$ cat config.mk
export PLATFORM = sky130hd
export DESIGN_NAME = epp_cycle_gate
export DESIGN_NICKNAME = d
export VERILOG_FILES = /design/src/rtl/epp_gate_pkg.sv /design/src/rtl/epp_ctrl_regs.sv /design/src/rtl/epp_byte_xfer.sv /design/src/rtl/epp_lane_pack.sv /design/src/rtl/epp_cycle_gate.sv
export SDC_FILE = /design/constraint.sdc
export NUM_CORES = 1
export LEC_CHECK = 0
export BUFFER_PORTS_ARGS = -buffer_cell sky130_fd_sc_hd__buf_4
export CELL_PAD_IN_SITES_DETAIL_PLACEMENT = 1
export CELL_PAD_IN_SITES_GLOBAL_PLACEMENT = 1
export CORE_AREA = 5 5 84 164
export CTS_CLUSTER_DIAMETER = 150
export DETAILED_ROUTE_END_ITERATION = 10
export DIE_AREA = 0 0 89 169
export GPL_TIMING_DRIVEN = 0
export PLACE_DENSITY_LB_ADDON = 0.1
export SETUP_SLACK_MARGIN = 0.05
export SYNTH_ARGS = -nofsm -noshare
export SYNTH_HDL_FRONTEND = slang
export SYNTH_SLANG_ARGS = --single-unit
$ cat constraint.sdc
create_clock -name clk -period 5.6 [get_ports clk]
set_clock_uncertainty 0.05 [all_clocks]
set_input_delay 0.84 -clock clk [delete_from_list [all_inputs] [get_ports clk]]
set_output_delay 0.84 -clock clk [all_outputs]
set_load 0.01 [all_outputs]
$ cat src/rtl/epp_gate_pkg.sv
package epp_gate_pkg;
  localparam logic [7:0] CTRL_GATE_MASK = 8'h2F;
  localparam logic [7:0] CTRL_WR_PATTERN = 8'h04;
  localparam logic [7:0] CTRL_RD_PATTERN = 8'h24;
  localparam logic [7:0] CTRL_RESET_VAL  = 8'h0C;

  localparam logic [2:0] OFF_STATUS = 3'd1;
  localparam logic [2:0] OFF_CTRL   = 3'd2;
  localparam logic [2:0] OFF_EADDR  = 3'd3;
  localparam logic [2:0] OFF_EDATA  = 3'd4;

  typedef enum logic [1:0] {ACC_IDLE, ACC_RUN, ACC_RESP} acc_state_t;
  typedef enum logic [1:0] {BX_IDLE, BX_REQ, BX_GAP} bx_state_t;
endpackage

$ cat src/rtl/epp_ctrl_regs.sv
module epp_ctrl_regs
  import epp_gate_pkg::*;
(
  input  logic       clk,
  input  logic       rst_n,
  input  logic       wr_ctrl,
  input  logic       wr_status,
  input  logic [7:0] wdata,
  input  logic       set_tmo,
  output logic [7:0] ctrl,
  output logic       tmo_flag,
  output logic       wr_permit,
  output logic       rd_permit
);
  always_ff @(posedge clk) begin
    if (!rst_n) begin
      ctrl     <= CTRL_RESET_VAL;
      tmo_flag <= 1'b0;
    end else begin
      if (wr_ctrl) ctrl <= wdata;
      if (set_tmo) tmo_flag <= 1'b1;
      else if (wr_status && wdata[0]) tmo_flag <= 1'b0;
    end
  end

  assign wr_permit = (ctrl & CTRL_GATE_MASK) == CTRL_WR_PATTERN;
  assign rd_permit = (ctrl & CTRL_GATE_MASK) == CTRL_RD_PATTERN;


  tmo_set_src_chk: assert property (@(posedge clk) disable iff (!rst_n)
    $rose(tmo_flag) |-> $past(set_tmo));

  tmo_clear_src_chk: assert property (@(posedge clk) disable iff (!rst_n)
    $fell(tmo_flag) |-> ($past(wr_status) && $past(wdata[0])));
endmodule

$ cat src/rtl/epp_byte_xfer.sv
module epp_byte_xfer
  import epp_gate_pkg::*;
#(
  parameter int LIMIT_W = 8
) (
  input  logic               clk,
  input  logic               rst_n,
  input  logic               start,
  input  logic [LIMIT_W-1:0] limit,
  input  logic               ack,
  input  logic [7:0]         rbyte_in,
  output logic               req,
  output logic               done,
  output logic               timed_out,
  output logic [7:0]         rbyte
);
  bx_state_t          state;
  logic [LIMIT_W-1:0] cnt;
  logic [LIMIT_W:0]   cnt_next;
  logic               expire;

  assign cnt_next = {1'b0, cnt} + 1'b1;
  assign expire   = cnt_next >= {1'b0, limit};

  always_ff @(posedge clk) begin
    if (!rst_n) begin
      state     <= BX_IDLE;
      cnt       <= '0;
      timed_out <= 1'b0;
      rbyte     <= '0;
    end else begin
      case (state)
        BX_REQ: begin
          if (ack) begin
            rbyte     <= rbyte_in;
            timed_out <= 1'b0;
            state     <= BX_GAP;
          end else if (expire) begin
            timed_out <= 1'b1;
            state     <= BX_GAP;
          end else begin
            cnt <= cnt + 1'b1;
          end
        end
        default: begin
          if (start) begin
            cnt   <= '0;
            state <= BX_REQ;
          end else begin
            state <= BX_IDLE;
          end
        end
      endcase
    end
  end

  assign req  = state == BX_REQ;
  assign done = state == BX_GAP;


  req_drop_chk: assert property (@(posedge clk) disable iff (!rst_n)
    (req && ack) |=> !req);

  window_bound_chk: assert property (@(posedge clk) disable iff (!rst_n)
    (req && !ack && (cnt_next >= {1'b0, limit})) |=> (done && timed_out));
endmodule

$ cat src/rtl/epp_lane_pack.sv
module epp_lane_pack #(
  parameter int BUS_BYTES = 4,
  localparam int IDX_W = $clog2(BUS_BYTES),
  localparam int BUS_W = 8 * BUS_BYTES
) (
  input  logic             clk,
  input  logic             rst_n,
  input  logic             load,
  input  logic [BUS_W-1:0] wdata,
  input  logic [IDX_W-1:0] idx,
  input  logic             capture,
  input  logic [7:0]       cap_byte,
  output logic [7:0]       cur_byte,
  output logic [BUS_W-1:0] rbuf
);
  logic [BUS_W-1:0] wbuf;

  always_ff @(posedge clk) begin
    if (!rst_n) begin
      wbuf <= '0;
      rbuf <= '1;
    end else if (load) begin
      wbuf <= wdata;
      rbuf <= '1;
    end else if (capture) begin
      for (int i = 0; i < BUS_BYTES; i++)
        if (idx == IDX_W'(i)) rbuf[i*8 +: 8] <= cap_byte;
    end
  end

  assign cur_byte = wbuf[idx*8 +: 8];
endmodule

$ cat src/rtl/epp_cycle_gate.sv
module epp_cycle_gate
  import epp_gate_pkg::*;
#(
  parameter int BUS_BYTES = 4,
  parameter int LIMIT_W   = 8,
  localparam int BUS_W = 8 * BUS_BYTES,
  localparam int IDX_W = $clog2(BUS_BYTES),
  localparam int CNT_W = $clog2(BUS_BYTES + 1)
) (
  input  logic               clk,
  input  logic               rst_n,
  input  logic               host_valid,
  output logic               host_ready,
  input  logic               host_write,
  input  logic [2:0]         host_addr,
  input  logic [1:0]         host_size,
  input  logic [BUS_W-1:0]   host_wdata,
  output logic               rsp_valid,
  input  logic               rsp_ready,
  output logic [BUS_W-1:0]   rsp_rdata,
  input  logic [LIMIT_W-1:0] cfg_limit,
  output logic               per_req,
  output logic               per_addr_sel,
  output logic               per_read,
  output logic [7:0]         per_wbyte,
  input  logic               per_ack,
  input  logic [7:0]         per_rbyte
);
  acc_state_t       state;
  logic             accept, is_epp, permit, launch;
  logic [CNT_W-1:0] nb_d, nb_q;
  logic [IDX_W-1:0] idx;
  logic             acc_write, from_eng, last_byte;
  logic [BUS_W-1:0] mask_d, mask_q, imm_d, imm_q, rbuf;
  logic [7:0]       ctrl;
  logic             tmo_flag, wr_permit, rd_permit;
  logic             bx_start, bx_done, bx_tmo, capture, set_tmo;
  logic [7:0]       bx_rbyte;

  assign host_ready = state == ACC_IDLE;
  assign rsp_valid  = state == ACC_RESP;
  assign accept     = host_valid && host_ready;
  assign is_epp     = (host_addr == OFF_EADDR) || (host_addr == OFF_EDATA);
  assign permit     = host_write ? wr_permit : rd_permit;
  assign launch     = accept && is_epp && permit;

  always_comb begin
    if (host_addr == OFF_EADDR) nb_d = CNT_W'(1);
    else case (host_size)
      2'd0:    nb_d = CNT_W'(1);
      2'd1:    nb_d = CNT_W'(2);
      default: nb_d = CNT_W'(BUS_BYTES);
    endcase
  end

  for (genvar g = 0; g < BUS_BYTES; g++) begin : g_lane_mask
    assign mask_d[g*8 +: 8] = (CNT_W'(g) < nb_d) ? 8'hFF : 8'h00;
    assign mask_q[g*8 +: 8] = (CNT_W'(g) < nb_q) ? 8'hFF : 8'h00;
  end

  always_comb begin
    imm_d = '0;
    if (!host_write) begin
      case (host_addr)
        OFF_STATUS:           imm_d = BUS_W'(tmo_flag);
        OFF_CTRL:             imm_d = BUS_W'(ctrl);
        OFF_EADDR, OFF_EDATA: imm_d = mask_d;
        default:              imm_d = '0;
      endcase
    end
  end

  assign last_byte = (CNT_W'(idx) + 1'b1) == nb_q;
  assign capture   = (state == ACC_RUN) && bx_done && !bx_tmo && !acc_write;
  assign set_tmo   = (state == ACC_RUN) && bx_done && bx_tmo;
  assign bx_start  = launch || ((state == ACC_RUN) && bx_done && !bx_tmo && !last_byte);

  always_ff @(posedge clk) begin
    if (!rst_n) begin
      state        <= ACC_IDLE;
      nb_q         <= '0;
      idx          <= '0;
      acc_write    <= 1'b0;
      from_eng     <= 1'b0;
      imm_q        <= '0;
      per_addr_sel <= 1'b0;
      per_read     <= 1'b0;
    end else begin
      case (state)
        ACC_IDLE: if (accept) begin
          acc_write    <= host_write;
          nb_q         <= nb_d;
          idx          <= '0;
          from_eng     <= launch;
          imm_q        <= imm_d;
          per_addr_sel <= host_addr == OFF_EADDR;
          per_read     <= !host_write;
          state        <= launch ? ACC_RUN : ACC_RESP;
        end
        ACC_RUN: if (bx_done) begin
          if (bx_tmo || last_byte) state <= ACC_RESP;
          else idx <= idx + 1'b1;
        end
        default: if (rsp_ready) state <= ACC_IDLE;
      endcase
    end
  end

  assign rsp_rdata = from_eng ? (acc_write ? '0 : (rbuf & mask_q)) : imm_q;

  epp_ctrl_regs i_regs (
    .clk(clk), .rst_n(rst_n),
    .wr_ctrl(accept && host_write && host_addr == OFF_CTRL),
    .wr_status(accept && host_write && host_addr == OFF_STATUS),
    .wdata(host_wdata[7:0]), .set_tmo(set_tmo),
    .ctrl(ctrl), .tmo_flag(tmo_flag),
    .wr_permit(wr_permit), .rd_permit(rd_permit)
  );

  epp_byte_xfer #(.LIMIT_W(LIMIT_W)) i_xfer (
    .clk(clk), .rst_n(rst_n), .start(bx_start), .limit(cfg_limit),
    .ack(per_ack), .rbyte_in(per_rbyte), .req(per_req),
    .done(bx_done), .timed_out(bx_tmo), .rbyte(bx_rbyte)
  );

  epp_lane_pack #(.BUS_BYTES(BUS_BYTES)) i_pack (
    .clk(clk), .rst_n(rst_n), .load(launch), .wdata(host_wdata),
    .idx(idx), .capture(capture), .cap_byte(bx_rbyte),
    .cur_byte(per_wbyte), .rbuf(rbuf)
  );


  gate_pattern_chk: assert property (@(posedge clk) disable iff (!rst_n)
    per_req |-> ((ctrl & CTRL_GATE_MASK) == (per_read ? CTRL_RD_PATTERN : CTRL_WR_PATTERN)));

  wbyte_stable_chk: assert property (@(posedge clk) disable iff (!rst_n)
    (per_req && !per_ack) |=> ($stable(per_wbyte) && $stable(per_read) && $stable(per_addr_sel)));

  rsp_hold_chk: assert property (@(posedge clk) disable iff (!rst_n)
    (rsp_valid && !rsp_ready) |=> (rsp_valid && $stable(rsp_rdata)));

  ready_excl_chk: assert property (@(posedge clk) disable iff (!rst_n)
    !(host_ready && rsp_valid));
endmodule

; Word level (Yosys, flattened, before mapping)
; Index checks and enable logic that the tools add are counted.
[word_totals]
ff_bits = 135
in_bits = 59
output_inout_bits = 45
word_cells = 133
[classes]
add_sub_neg = 4
order_cmp = 9
n_eq_ne = 22
n_shift = 1
muxes = 37
bitwise_logic = 2
reduce_logical = 39
[op_table]
columns = op, count
row1 = 32-bit two-way mux, 3
row2 = 8-bit two-way mux, 12
row3 = 32-bit case mux with 3 select lines, 1
row4 = 32-bit AND, 1
row5 = 32-bit by 6-bit indexed part select with 8-bit output, 1
row6 = 2-bit two-way mux, 11
row7 = 2-bit AND reduction, 7
row8 = 1-bit logical AND, 12
row9 = 1-bit by 3-bit less-than comparator with 1-bit output (first input constant), 4
row10 = 2-bit by 3-bit less-than comparator with 1-bit output (first input constant), 4
row11 = 8-bit by 1-bit adder with 9-bit output (second input constant), 1
row12 = 9-bit by 8-bit >= comparator with 1-bit output, 1
row13 = 8-bit by 1-bit adder with 8-bit output (second input constant), 1
row14 = 2-bit by 1-bit == test with 1-bit output (second input constant), 4
row15 = 2-bit == test (second input constant), 4
row16 = 2-bit inequality test (second input constant), 4
row17 = 2-bit case mux with 2 select lines, 2
row18 = 4-bit AND reduction, 2
row19 = 2-bit nonzero test, 4
row20 = 3-bit by 2-bit == test with 1-bit output (second input constant), 2
row21 = 2-bit zero test, 3
row22 = 1-bit two-way mux, 6
row23 = 3-bit case mux with 2 select lines, 1
row24 = 5-bit by 3-bit == test with 1-bit output (second input constant), 1
row25 = other kinds (15), 22

; Depth between registers and ports, before layout
; Gate-level depths: netlist (run 1).
[logic_depth]
word_depth = 7
mapped_depth = 10

; Hierarchy
; From an unflattened synthesis (run 1), not the netlist that was laid out.
[hier_totals]
hier_cells = 599
area_unflattened_um2 = 5708.0
[by_module_without_submodules]
columns = mod, n_inst, cells_each, area_each_um2, seq_area_each_um2
row1 = epp_lane_pack, 1, 234, 2767.7, 1281.2
row2 = epp_cycle_gate, 1, 191, 1403.8, 440.4
row3 = epp_byte_xfer, 1, 142, 1177.4, 380.4
row4 = epp_ctrl_regs, 1, 32, 359.1, 180.2

; Worst setup path after synthesis (run 1)
; Ideal clock, no wire load.
[synth_timing]
path_type = input to register
start = input port host_valid
end = register i_xfer.cnt[5]
setup_ns = 0.122
arrival_ns = 2.579
setup_slack_ns = 2.849
stages = 6
n_path_buf = 1
cell_sequence = or3b_2 clkbuf_1 a2111oi_4 a211oi_2 o31a_1 a221o_1
[synth_between]
elab_chain_cells = 6
[synth_rtl]
columns = item, line_no
row1 = start: declaration, epp_cycle_gate.sv:12  ; input logic host_valid,
row2 = 1-bit logical AND, epp_cycle_gate.sv:42  ; assign accept = host_valid && host_ready;
row3 = 1-bit logical AND (2 in a row), epp_cycle_gate.sv:45  ; assign launch = accept && is_epp && permit;
row4 = 1-bit logical OR, epp_cycle_gate.sv:76  ; assign bx_start = launch || ((state == ACC_RUN) && bx_done && !bx_tmo && !last_byte);
row5 = 2-bit nonzero test (no line), -
row6 = 3-bit AND reduction (no line), -
row7 = end signal: assignment, epp_byte_xfer.sv:42  ; cnt <= cnt + 1'b1;
row8 = end: declaration, epp_byte_xfer.sv:18  ; logic [LIMIT_W-1:0] cnt;
; No other way between the ends.
; A chain may end at the register's enable or synchronous reset.

; Worst setup path after layout (run 1)
[layout_timing]
start = register idx[0]
end = register i_xfer.cnt[5]
[layout_between]
elab_chain_cells = 7
[layout_rtl]
columns = item, line_no
row1 = start: declaration, epp_cycle_gate.sv:32  ; logic [IDX_W-1:0] idx;
row2 = start signal: assignment, epp_cycle_gate.sv:102  ; else idx <= idx + 1'b1;
row3 = 2-bit by 1-bit adder with 3-bit output, epp_cycle_gate.sv:73  ; assign last_byte = (CNT_W'(idx) + 1'b1) == nb_q;
row4 = 3-bit == test, epp_cycle_gate.sv:73
row5 = 1-bit zero test, epp_cycle_gate.sv:76
row6 = 1-bit logical AND, epp_cycle_gate.sv:76
row7 = 1-bit logical OR, epp_cycle_gate.sv:76
row8 = 2-bit nonzero test (no line), -
row9 = 3-bit AND reduction (no line), -
; No other way between the ends.

==> results of run 1 <==
registers in the layout, indices dropped and copies added, names as in the netlist:
| name | count |
|---|---|
| from_eng | 1 |
| i_xfer.timed_out | 1 |
| i_xfer.state | 2 |
| idx | 2 |
| imm_q | 11 |
| i_pack.wbuf | 32 |
| acc_write | 1 |
| per_read | 1 |
| nb_q | 3 |
| per_addr_sel | 1 |
| i_xfer.cnt | 8 |
| i_pack.rbuf | 32 |
| i_regs.tmo_flag | 1 |
| state | 2 |
| i_xfer.rbyte | 8 |
| i_regs.ctrl | 8 |
where the power goes:
group	switching [mW]	internal (mW)
Combinational	0.0579	0.0575
Sequential	0.00483	0.818
Clock	0.377	0.831
tightest hold or removal path: stages (launching register included):
cell and delay [ps]:
dfxtp_1 300, nand2_1 40, a21boi_0 60
layout by cell type (no fill, tap or decap), types with 2 or more instances in the layout:
master / count
buf_4: 102
a221oi_1: 9
nor3_1: 2
nand2b_1: 5
a22o_1: 4
ha_1: 13
and2_0: 4
clkinv_2: 4
and2_1: 4
nor3b_1: 2
dfxtp_1: 114
bufinv_16: 5
nor2b_1: 27
xor2_1: 2
inv_1: 20
xnor2_1: 6
nand2_1: 168
a21o_1: 28
mux4_2: 8
buf_1: 6
a21oi_1: 7
nor2_1: 16
mux2i_1: 10
a22oi_1: 2
clkbuf_1: 30
a21boi_0: 46
nand3b_1: 3
nand3_1: 48
o21ai_0: 16
or2_2: 2
clkbuf_16: 17
a31oi_1: 3
clkbuf_8: 4
a211oi_1: 3
area by class of cell:
class / instances / area, sq um
well taps: 150 / 188
flip-flops and latches: 114 / 2280
clock inverters: 10 / 179
multi-input cells: 460 / 2800
fillers: 1502 / 5500
plain buffers: 36 / 135
clock buffers: 21 / 480
repair buffers: 102 / 766
inverters: 20 / 75.1
layer usage:
| layer | wire (microns) | GRT usage (%) | up-vias |
|---|---|---|---|
| li1 | - | - | 2393 |
| met1 | 6650 | 25.6 | 2349 |
| met2 | 8180 | 38.1 | 102 |
| met3 | 562 | 4.97 | 33 |
| met4 | 430 | 9.01 | 0 |
| met5 | 0 | 0 | - |
final timing paths:
check	startpoint	end	slack, ps	cells past startpoint
max reg2reg	idx[0]$_SDFFE_PN0P_	i_xfer.cnt[5]$_SDFFE_PN0P_	2430	8
max	idx[0]$_SDFFE_PN0P_	i_xfer.cnt[5]$_SDFFE_PN0P_	2430	8
min reg2reg	i_pack.wbuf[13]$_SDFFE_PN0P_	i_pack.wbuf[13]$_SDFFE_PN0P_	410	2
min	i_pack.wbuf[13]$_SDFFE_PN0P_	i_pack.wbuf[13]$_SDFFE_PN0P_	410	2
synthesized netlist by cell type (4+ instances only):
library cell,number
mux4_2,8
nand2b_1,5
dfxtp_1,114
nand2_1,168
mux2i_1,10
a221oi_1,9
ha_1,13
o21ai_0,16
and2_1,4
a21o_1,28
nor2b_1,27
clkbuf_1,30
nor2_1,16
inv_1,20
buf_1,6
and2_0,4
a21oi_1,7
nand3_1,48
a21boi_0,46
a22o_1,4
xnor2_1,6
stage by stage:
step	cells	worst slack, ps	cell area (sq um)
2_1_floorplan	630	2850	5290
3_3_place_gp	882	2310	6250
3_5_place_dp	882	2320	6250
4_1_cts	913	2400	6910
5_1_grt	913	2260	6910
6_report	913	2430	6910
cell families (layout without fill, tap and decap cells):
group                      Yosys count  in the layout  synth area share (%)
xor gates and xnor gates             8              8                  1.32
DFF                                114            114                  43.1
adders and majority gates           13             13                  3.07
buffers and inverters               56            189                  3.97
and+or+nand+nor                    292            292                  25.1
AOI/OAI and AO/OA                  128            128                  17.9
muxes                               19             19                  5.51
==> results by group, run 1 <==
Placement
  • Detailed-placement wirelength estimate: 11.7 mm
  • PortBufs: between 100 and 150
  • RePlAce Congestion: 0.862

Logic synthesis
  • Cell Area, Synth: 5290 sq um
  • Area leader, netlist: dfxtp_1
  • Proportion of netlist area held by the largest area contributor: 43.1%
  • Seq/Total Area, Yosys: 43.1%
  • Post-Synthesis Net Count: 702
  • Dominant cells by area after synthesis: dfxtp_1 43%, nand2_1 12%, a21boi_0 6.5%, nand3_1 4.5%, a21o_1 4.0%
  • Async S/R FF share, synth: 0%
  • Syn Area/Cell: 8.40 sq um
  • Synthesized flop and latch total: 114
  • Ys Warns: 0
  • Post-synth EDFFs: 0
  • Synth Flop Type: dfxtp_1
  • Number of distinct library cells after synthesis: between 50 and 60
  • Cell count after synthesis: 630

CTS
  • Clock-pin slew on the worst setup and hold paths: 60 ps
  • Hold Buf Count CTS: 0
  • Total setup buffers inserted after CTS: 0
  • Clock Path Buffers: 2
  • CTS tree: yes
  • Clock Latency Late Sink: 410 ps
  • CTS Root Cell: clkbuf_16
  • CTS H-tree depth: 4
  • Cells resized by post-CTS repair: 0
  • TritonCTS Buffers: 17
  • Clock Sinks: 114

Pwr
  • Leak pwr: 3.10 nW
  • Tot Pwr: 2.15 mW
  • Max VDD drop: 0.237 mV
  • Pwr dens: 311 nW/um^2

Critical path
  • Worst path buffer plus inverter count: 2
  • CP Class: flip-flop to flip-flop
  • CP arrival: around 3400 ps
  • CP startpoint kind: flip-flop
  • Crit end category: flip-flop
  • Slowest CP cell: buf_1
  • Slowest Stage Delay on Critical Path: 660 ps
  • Crit path max fanout: 10
  • Worst path cell trace: buf_1 -> inv_1 -> ha_1 -> xnor2_1 -> a31oi_1 -> a211oi_2 -> o31a_1 -> a221o_1
  • Largest delay share family, worst path: compound AO/OA/AOI/OAI gates
  • Worst EP required: between 5000 and 6000 ps

GRT
  • Gr usage total: about 22%
  • Vias in the first global route: 5156
  • First-pass GRT wire length: 25.4 mm
  • Gr ovfl total: 0
  • Antenna violations before repair: 0
  • Largest net degree at the start of global routing: 17

Routing
  • Avg WL per Cell: 17.3 microns
  • Antenna violation net count after detailed routing: 0
  • DRC viols: 0
  • Drt pass-1 iters: 4
  • DR vias: 4877
  • Initial drt markers: 173
  • Post-Route WL: 15.8 mm
  • Post-DR vias/cell: 5.34

Die
  • I/O pins: 104
  • # rows: 58
  • Core ar.: 12400 sq um
  • Die Span X: 89 microns
  • Die H: 169 microns
  • Die Area: approximately 15000 sq um
  • Initial Utilization: 42.7%

Timing
  • Final cycle utilization of the critical path: a little under three fifths
  • Least-Margin Pin Slew: 1330 ps
  • Max Slew Vio Count: 0
  • Min Hold Slack: approximately 410 ps
  • Tmin final: 3170 ps
  • Max_slew headroom: a little over a tenth
  • Setup-failing EPs final: 0
  • Final hold violation count: 0
  • Setup_tns: 0 ps
  • RSZ-0062 raised after global routing: false
  • Peak Freq: 315 MHz

Finish
  • Layout cells sized above 1: around a fifth
  • Fin util: 55.7%
  • Area delta synth->final: 30.5%
  • Final nets: 823
  • ANT cells: 0

Status
  • Outcome: finished, final reports clean

Flow run
  • Max Cap Viol: 0

Worst hold path
  • Worst hold path class: flip-flop to flip-flop
No activity file was read; power rests on OpenSTA's default activity.
==> inputs of run 2 (changes only) <==
--- a/config.mk
+++ b/config.mk
@@ -8,10 +8,10 @@
 export BUFFER_PORTS_ARGS = -buffer_cell sky130_fd_sc_hd__buf_4
 export CELL_PAD_IN_SITES_DETAIL_PLACEMENT = 1
 export CELL_PAD_IN_SITES_GLOBAL_PLACEMENT = 1
-export CORE_AREA = 5 5 84 164
+export CORE_AREA = 5 5 87 169
 export CTS_CLUSTER_DIAMETER = 150
 export DETAILED_ROUTE_END_ITERATION = 10
-export DIE_AREA = 0 0 89 169
+export DIE_AREA = 0 0 92 174
 export GPL_TIMING_DRIVEN = 0
 export PLACE_DENSITY_LB_ADDON = 0.1
 export SETUP_SLACK_MARGIN = 0.05
==> constraint.sdc (replaced) <==
create_clock -name clk -period 3.2 [get_ports clk]
set_clock_uncertainty 0.05 [all_clocks]
set_input_delay 0.48 -clock clk [delete_from_list [all_inputs] [get_ports clk]]
set_output_delay 0.48 -clock clk [all_outputs]
set_load 0.01 [all_outputs]
==> run 2 against run 1 <==
Maximum frequency is 7.7% higher. Largest cell class unchanged. Die area is 6.4% higher. Via count is 0.49% higher. Critical path type unchanged.
==> results by group, run 2 (synthesis gave the netlist of run 1 again) <==
Status
  • Outcome: finished, final reports clean (unchanged)

Critical path
  • Crit path max fanout: 8 (was 10)
  • CP arrival: 3190 ps (was 3420 ps)
  • Largest delay share family, worst path: compound AO/OA/AOI/OAI gates (unchanged)
  • Worst path buffer plus inverter count: 0 (was 2)
  • Slowest Stage Delay on Critical Path: 440 ps (was 660 ps)
  • Worst path most repeated cell: ha_1
  • FF-to-FF path depth: 9 (was 8)
  • Setup slack, reg-to-reg: 250 ps (was 2430 ps)
  • Reg2reg end: i_xfer.cnt[5]$_SDFFE_PN0P_ (unchanged)
  • Slowest CP cell: o31a_1 (was buf_1)
  • Crit end category: flip-flop (unchanged)
  • RR Startpoint: i_xfer.cnt[0]$_SDFFE_PN0P_ (was idx[0]$_SDFFE_PN0P_)
  • CP startpoint kind: flip-flop (unchanged)
  • CP Class: flip-flop to flip-flop (unchanged)
  • Worst EP required: 3450 ps (was 5850 ps)
  • Worst path cell trace: ha_1 -> nand3_1 -> xnor2_1 -> ha_1 -> a21o_1 -> a21oi_1 -> o22ai_1 -> o31a_1 -> a221o_1 (was buf_1 -> inv_1 -> ha_1 -> xnor2_1 -> a31oi_1 -> a211oi_2 -> o31a_1 -> a221o_1)

Routing
  • Initial drt markers: 165 (was 173)
  • Drt pass-1 iters: 4 (unchanged)
  • Post-Route WL: 16.5 mm (was 15.8 mm)
  • Antenna violation net count after detailed routing: 0 (unchanged)
  • Avg WL per Cell: 18.0 microns (was 17.3 microns)
  • DR vias: 4901 (was 4877)
  • DRC viols: 0 (unchanged)
  • Post-DR vias/cell: 5.34 (about the same)

Finish
  • FILL cells: 1643 (was 1502)
  • Most common cell after layout, fill and taps aside: nand2_1 (unchanged)
  • Area occupied by multi-input gates: 2810 sq um (was 2800 sq um)
  • Layout cells sized above 1: 19.3% (was 19.4%)
  • Area delta synth->final: 28.8% (was 30.5%)
  • Reg area: 2280 sq um (unchanged)
  • ANT cells: 0 (unchanged)
  • Most frequent cells in the layout: 168 x nand2_1, 114 x dfxtp_1, 102 x buf_4 (unchanged)
  • Final nets: 823 (unchanged)
  • Regs by FF count: i_pack.rbuf: 32 flops, i_pack.wbuf: 32 flops, imm_q: 11 flops (unchanged)

GRT
  • Largest net degree at the start of global routing: 17 (unchanged)
  • First-pass GRT wire length: 26.7 mm (was 25.4 mm)
  • Vias in the first global route: 5525 (was 5156)
  • Antenna violations before repair: 0 (unchanged)
  • Gr ovfl total: 0 (unchanged)
  • Gr usage total: 21.2% (was 22.1%)

Timing
  • Max Slew Vio Count: 0 (unchanged)
  • Min Hold Slack: 248 ps (was 409 ps)
  • Tmin final: 2950 ps (was 3170 ps)
  • Setup_tns: 0 ps (unchanged)
  • Least-Margin Pin Slew: 1260 ps (was 1330 ps)
  • Final hold violation count: 0 (unchanged)
  • Setup-failing EPs final: 0 (unchanged)
  • RSZ-0062 raised after global routing: true (was false)
  • Max_slew headroom: 14.9% (was 10.6%)
  • Final cycle utilization of the critical path: 92.1% (was 56.7%)
  • Peak Freq: 339 MHz (was 315 MHz)

Pwr
  • Max VDD drop: 0.379 mV (was 0.237 mV)
  • Sequential power share: 41.8% (was 38.3%)
  • Combinational Power Share: 5.8% (was 5.4%)
  • Switching share of power: 22.1% (was 20.5%)
  • Net switching power figure: 760 uW (was 440 uW)
  • Leak pwr: 3.05 nW (was 3.10 nW)
  • Pwr dens: 505 nW/um^2 (was 311 nW/um^2)
  • Clock power frac: 52.4% (was 56.3%)
  • Int Pwr: 2.68 mW (was 1.71 mW)

CTS
  • CTS Root Cell: clkbuf_16 (unchanged)
  • CTS tree: yes (unchanged)
  • Clock Sinks: 114 (unchanged)
  • Clock Latency Late Sink: 410 ps (about the same)
  • CTS H-tree depth: 4 (unchanged)
  • Clock Path Buffers: 2 (unchanged)
  • Clock-pin slew on the worst setup and hold paths: 50 ps (was 60 ps)
  • TritonCTS Buffers: 17 (unchanged)
  • Hold Buf Count CTS: 0 (unchanged)

Die
  • Die Area: 16000 sq um (was 15000 sq um)
  • Die Span X: 92 microns (was 89 microns)
  • Die H: 174 microns (was 169 microns)
  • I/O pins: 104 (unchanged)
  • # rows: 60 (was 58)
  • Initial Utilization: 39.6% (was 42.7%)
  • Core ar.: 13400 sq um (was 12400 sq um)

Worst hold path
  • WHS Path Cells: 3 (was 2)
  • Worst hold path class: input port to flip-flop (was flip-flop to flip-flop)
  • Hold endpoint: i_regs.ctrl[3]$_SDFFE_PN1P_ (was i_pack.wbuf[13]$_SDFFE_PN0P_)
  • Hold path startpoint: host_wdata[3] (was i_pack.wbuf[13]$_SDFFE_PN0P_)

Placement
  • PortBufs: 102 (unchanged)
  • RePlAce Congestion: 0.795 (was 0.862)
  • Detailed-placement wirelength estimate: 13.2 mm (was 11.7 mm)

Flow run
  • Max Cap Viol: 0 (unchanged)
-- run 2: worst max path at each step --
stage | startpoint | endpoint | slack [ps] | cells after the start
6_report | i_xfer.cnt[0]$_SDFFE_PN0P_ | i_xfer.cnt[5]$_SDFFE_PN0P_ | 250 | 9
5_1_grt | i_xfer.cnt[0]$_SDFFE_PN0P_ | i_xfer.cnt[5]$_SDFFE_PN0P_ | 50 | 10
4_1_cts | idx[0]$_SDFFE_PN0P_ | i_xfer.cnt[5]$_SDFFE_PN0P_ | 70 | 8
3_5_place_dp | idx[0]$_SDFFE_PN0P_ | i_xfer.cnt[5]$_SDFFE_PN0P_ | 50 | 8
3_3_place_gp | idx[0]$_SDFFE_PN0P_ | i_xfer.cnt[5]$_SDFFE_PN0P_ | 100 | 8
2_1_floorplan | idx[0]$_SDFFE_PN0P_ | i_xfer.cnt[5]$_SDFFE_PN0P_ | 570 | 8
-- run 2: worst register-to-register path: stages, from the launching register on --
cell and delay, ps:
dfxtp_1 410, ha_1 240, nand3_1 170, xnor2_1 260, ha_1 300, a21o_1 170
a21oi_1 260, o22ai_1 170, o31a_1 440, a221o_1 380
-- run 2: stage by stage --
step | power, mW | cells | setup WS (ps) | instance area (sq um) | utilization [%]
global route | 3.56 | 917 | 47.8 | 6820 | 51.0
finish | 3.44 | 917 | 254 | 6820 | 51.0
CTS | 3.48 | 917 | 65.9 | 6820 | 51.0
floorplan | 1.56 | 630 | 569 | 5290 | -
detailed placement | 1.67 | 887 | 49.2 | 6250 | 46.8
global placement | 1.66 | 887 | 96.8 | 6250 | 46.8
-- run 2: power groups by stage --
stage                     combinational [mW]  clock [mW]  sequential, mW
after detailed placement               0.201           0            1.47
after floorplan                       0.0931           0            1.47
after CTS                              0.203        1.83            1.44
after global placement                 0.196           0            1.47
after global routing                   0.219        1.90            1.44
final                                  0.201        1.80            1.44
-- run 2: area by class of cell --
cell class	count	area share (%)
clock buffers	20	6.55
well taps	155	2.84
flip-flops and latches	114	33.5
multi-input cells	460	41.1
plain buffers	36	2.00
inverters	20	1.10
repair buffers	102	11.2
clock inverters	10	1.65
-- run 2: per-layer routing --
| metal | routed length, microns | vias up | track usage, % |
|---|---|---|---|
| li1 | - | 2394 | - |
| met5 | 0 | - | 0 |
| met4 | 667 | 0 | 10.4 |
| met3 | 639 | 44 | 4.98 |
| met1 | 5590 | 2342 | 18.1 |
| met2 | 9590 | 121 | 43.6 |
-- run 2: what timing repair did --
item | CTS | global route
resized for setup | 1 | 2
cloned | 0 | 0
endpoints found under the setup margin | 1 | 8
buffers inserted | 0 | 0
==> inputs of run 3 (changes only) <==
--- a/config.mk
+++ b/config.mk
@@ -9,11 +9,13 @@
 export CELL_PAD_IN_SITES_DETAIL_PLACEMENT = 1
 export CELL_PAD_IN_SITES_GLOBAL_PLACEMENT = 1
 export CORE_AREA = 5 5 87 169
-export CTS_CLUSTER_DIAMETER = 150
+export CTS_CLUSTER_DIAMETER = 200
 export DETAILED_ROUTE_END_ITERATION = 10
 export DIE_AREA = 0 0 92 174
 export GPL_TIMING_DRIVEN = 0
+export MAX_ROUTING_LAYER = met4
 export PLACE_DENSITY_LB_ADDON = 0.1
+export REMOVE_ABC_BUFFERS = 1
 export SETUP_SLACK_MARGIN = 0.05
 export SYNTH_ARGS = -nofsm -noshare
 export SYNTH_HDL_FRONTEND = slang
==> run 3 against run 2 <==
Final area hardly changed. Power increased by 4.2%. Setup slack lost 16 ps. Non-clock buffer count decreased by 31. Combinational power decreased by 6%. Sequential power about the same. First-iteration DRC count shrank 10%. Hold slack better by 6.3 ps.
==> results by group, run 3 (synthesis gave the netlist of run 1 again) <==
Critical path
  • FF-to-FF path depth: 6 (was 9)
  • Crit end category: flip-flop (unchanged)
  • CP arrival: 3210 ps (was 3190 ps)
  • Crit path max fanout: 25 (was 8)
  • CP startpoint kind: flip-flop (unchanged)
  • CP Class: flip-flop to flip-flop (unchanged)
  • RR Startpoint: state[1]$_SDFFE_PN0P_ (was i_xfer.cnt[0]$_SDFFE_PN0P_)
  • Worst EP required: 3450 ps (about the same)
  • Setup slack, reg-to-reg: 240 ps (was 250 ps)
  • Reg2reg end: i_xfer.cnt[5]$_SDFFE_PN0P_ (unchanged)

Routing
  • Avg WL per Cell: 16.8 microns (was 18.0 microns)
  • DRC viols: 0 (unchanged)
  • Drt pass-1 iters: 4 (unchanged)
  • Post-Route WL: 14.9 mm (was 16.5 mm)
  • Post-DR vias/cell: 5.27 (was 5.34)
  • DR vias: 4683 (was 4901)
  • Antenna violation net count after detailed routing: 0 (unchanged)
  • Initial drt markers: 148 (was 165)

Worst hold path
  • WHS Path Cells: 3 (unchanged)
  • Hold path startpoint: host_wdata[2] (was host_wdata[3])
  • Hold endpoint: i_regs.ctrl[2]$_SDFFE_PN1P_ (was i_regs.ctrl[3]$_SDFFE_PN1P_)
  • Worst hold path class: input port to flip-flop (unchanged)

Pwr
  • Combinational Power Share: 5.3% (was 5.8%)
  • Int Pwr: 2.83 mW (was 2.68 mW)
  • Clock power frac: 54.6% (was 52.4%)
  • Max VDD drop: 0.410 mV (was 0.379 mV)
  • Net switching power figure: 760 uW (about the same)
  • Pwr dens: 527 nW/um^2 (was 505 nW/um^2)
  • Leak pwr: 3.07 nW (was 3.05 nW)
  • Sequential power share: 40.2% (was 41.8%)
  • Switching share of power: 21.2% (was 22.1%)

Die
  • # rows: 60 (unchanged)
  • Die Area: 16000 sq um (unchanged)
  • Die H: 174 microns (unchanged)
  • Core ar.: 13400 sq um (unchanged)
  • Initial Utilization: 39.6% (unchanged)
  • I/O pins: 104 (unchanged)
  • Die Span X: 92 microns (unchanged)

Finish
  • Final Non-Filler Cells: 888 (was 917)
  • Fin util: 51.0% (about the same)
  • Most common cell after layout, fill and taps aside: nand2_1 (unchanged)
  • Area delta synth->final: 28.7% (was 28.8%)
  • Layout cells sized above 1: 21.7% (was 19.3%)
  • Final nets: 792 (was 823)
  • Regs by FF count: i_pack.rbuf: 32 flops, i_pack.wbuf: 32 flops, imm_q: 11 flops (unchanged)
  • Most frequent cells in the layout: 168 x nand2_1, 112 x dfxtp_1, 103 x buf_4 (was 168 x nand2_1, 114 x dfxtp_1, 102 x buf_4)
  • ANT cells: 0 (unchanged)

GRT
  • First-pass GRT wire length: 24.7 mm (was 26.7 mm)
  • Largest net degree at the start of global routing: 80 (was 17)
  • Gr usage total: 19.9% (was 21.2%)
  • Vias in the first global route: 5029 (was 5525)
  • Gr ovfl total: 0 (unchanged)
  • Antenna violations before repair: 0 (unchanged)

Timing
  • Least-Margin Pin Slew: 1350 ps (was 1260 ps)
  • RSZ-0062 raised after global routing: false (was true)
  • Final cycle utilization of the critical path: 92.6% (was 92.1%)
  • Peak Freq: 338 MHz (was 339 MHz)
  • Setup_tns: 0 ps (unchanged)
  • Tmin final: 2960 ps (was 2950 ps)
  • Max_slew headroom: 9.12% (was 14.9%)
  • Max Slew Vio Count: 0 (unchanged)
  • Final hold violation count: 0 (unchanged)
  • Setup-failing EPs final: 0 (unchanged)
  • Final Worst Setup Slack: 238 ps (was 254 ps)

Placement
  • PortBufs: 103 (was 102)
  • Worst slack at placement: 118 ps (was 49.2 ps)
  • Detailed-placement wirelength estimate: 11.2 mm (was 13.2 mm)
  • RePlAce Congestion: 0.786 (was 0.795)
  • Inst Count DP: 856 (was 887)

CTS
  • TritonCTS Buffers: 17 (unchanged)
  • Total setup buffers inserted after CTS: 0 (unchanged)
  • CTS Root Cell: clkbuf_16 (unchanged)
  • Clock Latency Late Sink: 410 ps (about the same)
  • CTS tree: yes (unchanged)
  • Clock Path Buffers: 2 (unchanged)
  • Clock Sinks: 114 (unchanged)
  • CTS H-tree depth: 4 (unchanged)
  • Clock-pin slew on the worst setup and hold paths: 50 ps (about the same)

Flow run
  • Max Cap Viol: 0 (unchanged)

Status
  • Outcome: finished, final reports clean (unchanged)
[run 3: cell count changes in the layout (fill, tap and decap cells not counted), moves of 2 or more]
cell / previous run / this run
clkbuf_8: 1 / 4
clkinv_4: 2 / 0
clkbuf_1: 32 / 1
buf_8: 0 / 3
dfxtp_2: 0 / 2
dfxtp_1: 114 / 112
buf_1: 5 / 0
[run 3: layout make-up]
cell class                 count  area, sq um
inverter                      20         75.1
clock buffer                  22          484
multi-input combinational    460         2820
fill                        1628         6550
timing repair buffer         107          830
tap                          155          194
sequential                   114         2280
clock inverter                10          130
[run 3: worst max-delay path by stage]
stage | endpoint | slack [ps] | from | depth (start not counted)
6_report | i_xfer.cnt[5]$_SDFFE_PN0P_ | 240 | state[1]$_SDFFE_PN0P_ | 6
5_1_grt | i_xfer.cnt[5]$_SDFFE_PN0P_ | 80 | i_xfer.cnt[0]$_SDFFE_PN0P_ | 10
4_1_cts | i_xfer.cnt[5]$_SDFFE_PN0P_ | 100 | idx[0]$_SDFFE_PN0P_ | 7
3_5_place_dp | i_xfer.cnt[5]$_SDFFE_PN0P_ | 120 | idx[0]$_SDFFE_PN0P_ | 7
3_3_place_gp | i_pack.rbuf[2]$_SDFFE_PP1P_ | -1270 | host_valid | 5
2_1_floorplan | i_pack.rbuf[0]$_SDFFE_PP1P_ | 100 | host_valid | 4
[run 3: layer usage]
layer	up-vias	routed length, microns	global-route usage, %	part of all wire [%]
met5	-	0	-	0
met3	10	544	4.20	3.6
met1	2255	5760	20.2	39
met4	0	137	5.77	0.92
li1	2328	-	-	-
met2	90	8500	37.5	57
[run 3: through the flow]
stage	total power [mW]	hold slack [ps]	cell area, sq um
final	3.59	254	6820
after global routing	3.71	270	6820
after CTS	3.63	232	6800
after detailed placement	1.66	406	6190
after global placement	1.65	399	6130
after floorplan	1.55	389	5160
[run 3: power by group through the flow]
stage / logic (mW) / clock network (mW) / registers [mW]
finish: 0.189 / 1.96 / 1.44
CTS: 0.192 / 1.99 / 1.44
global placement: 0.183 / 0 / 1.47
global route: 0.209 / 2.06 / 1.44
floorplan: 0.0771 / 0 / 1.47
detailed placement: 0.191 / 0 / 1.47
[run 3: timing repair]
item | 4_1_cts | 5_1_grt
hold buffers | 0 | 0
resized for setup | 0 | 4
setup endpoints to repair | 0 | 10
[run 3: worst max-delay path: stages (launching register included)]
cell,delay [ps]
dfxtp_1,410
or3b_2,760
a2111oi_4,510
buf_6,260
a211oi_2,70
o31a_1,400
a221o_1,370
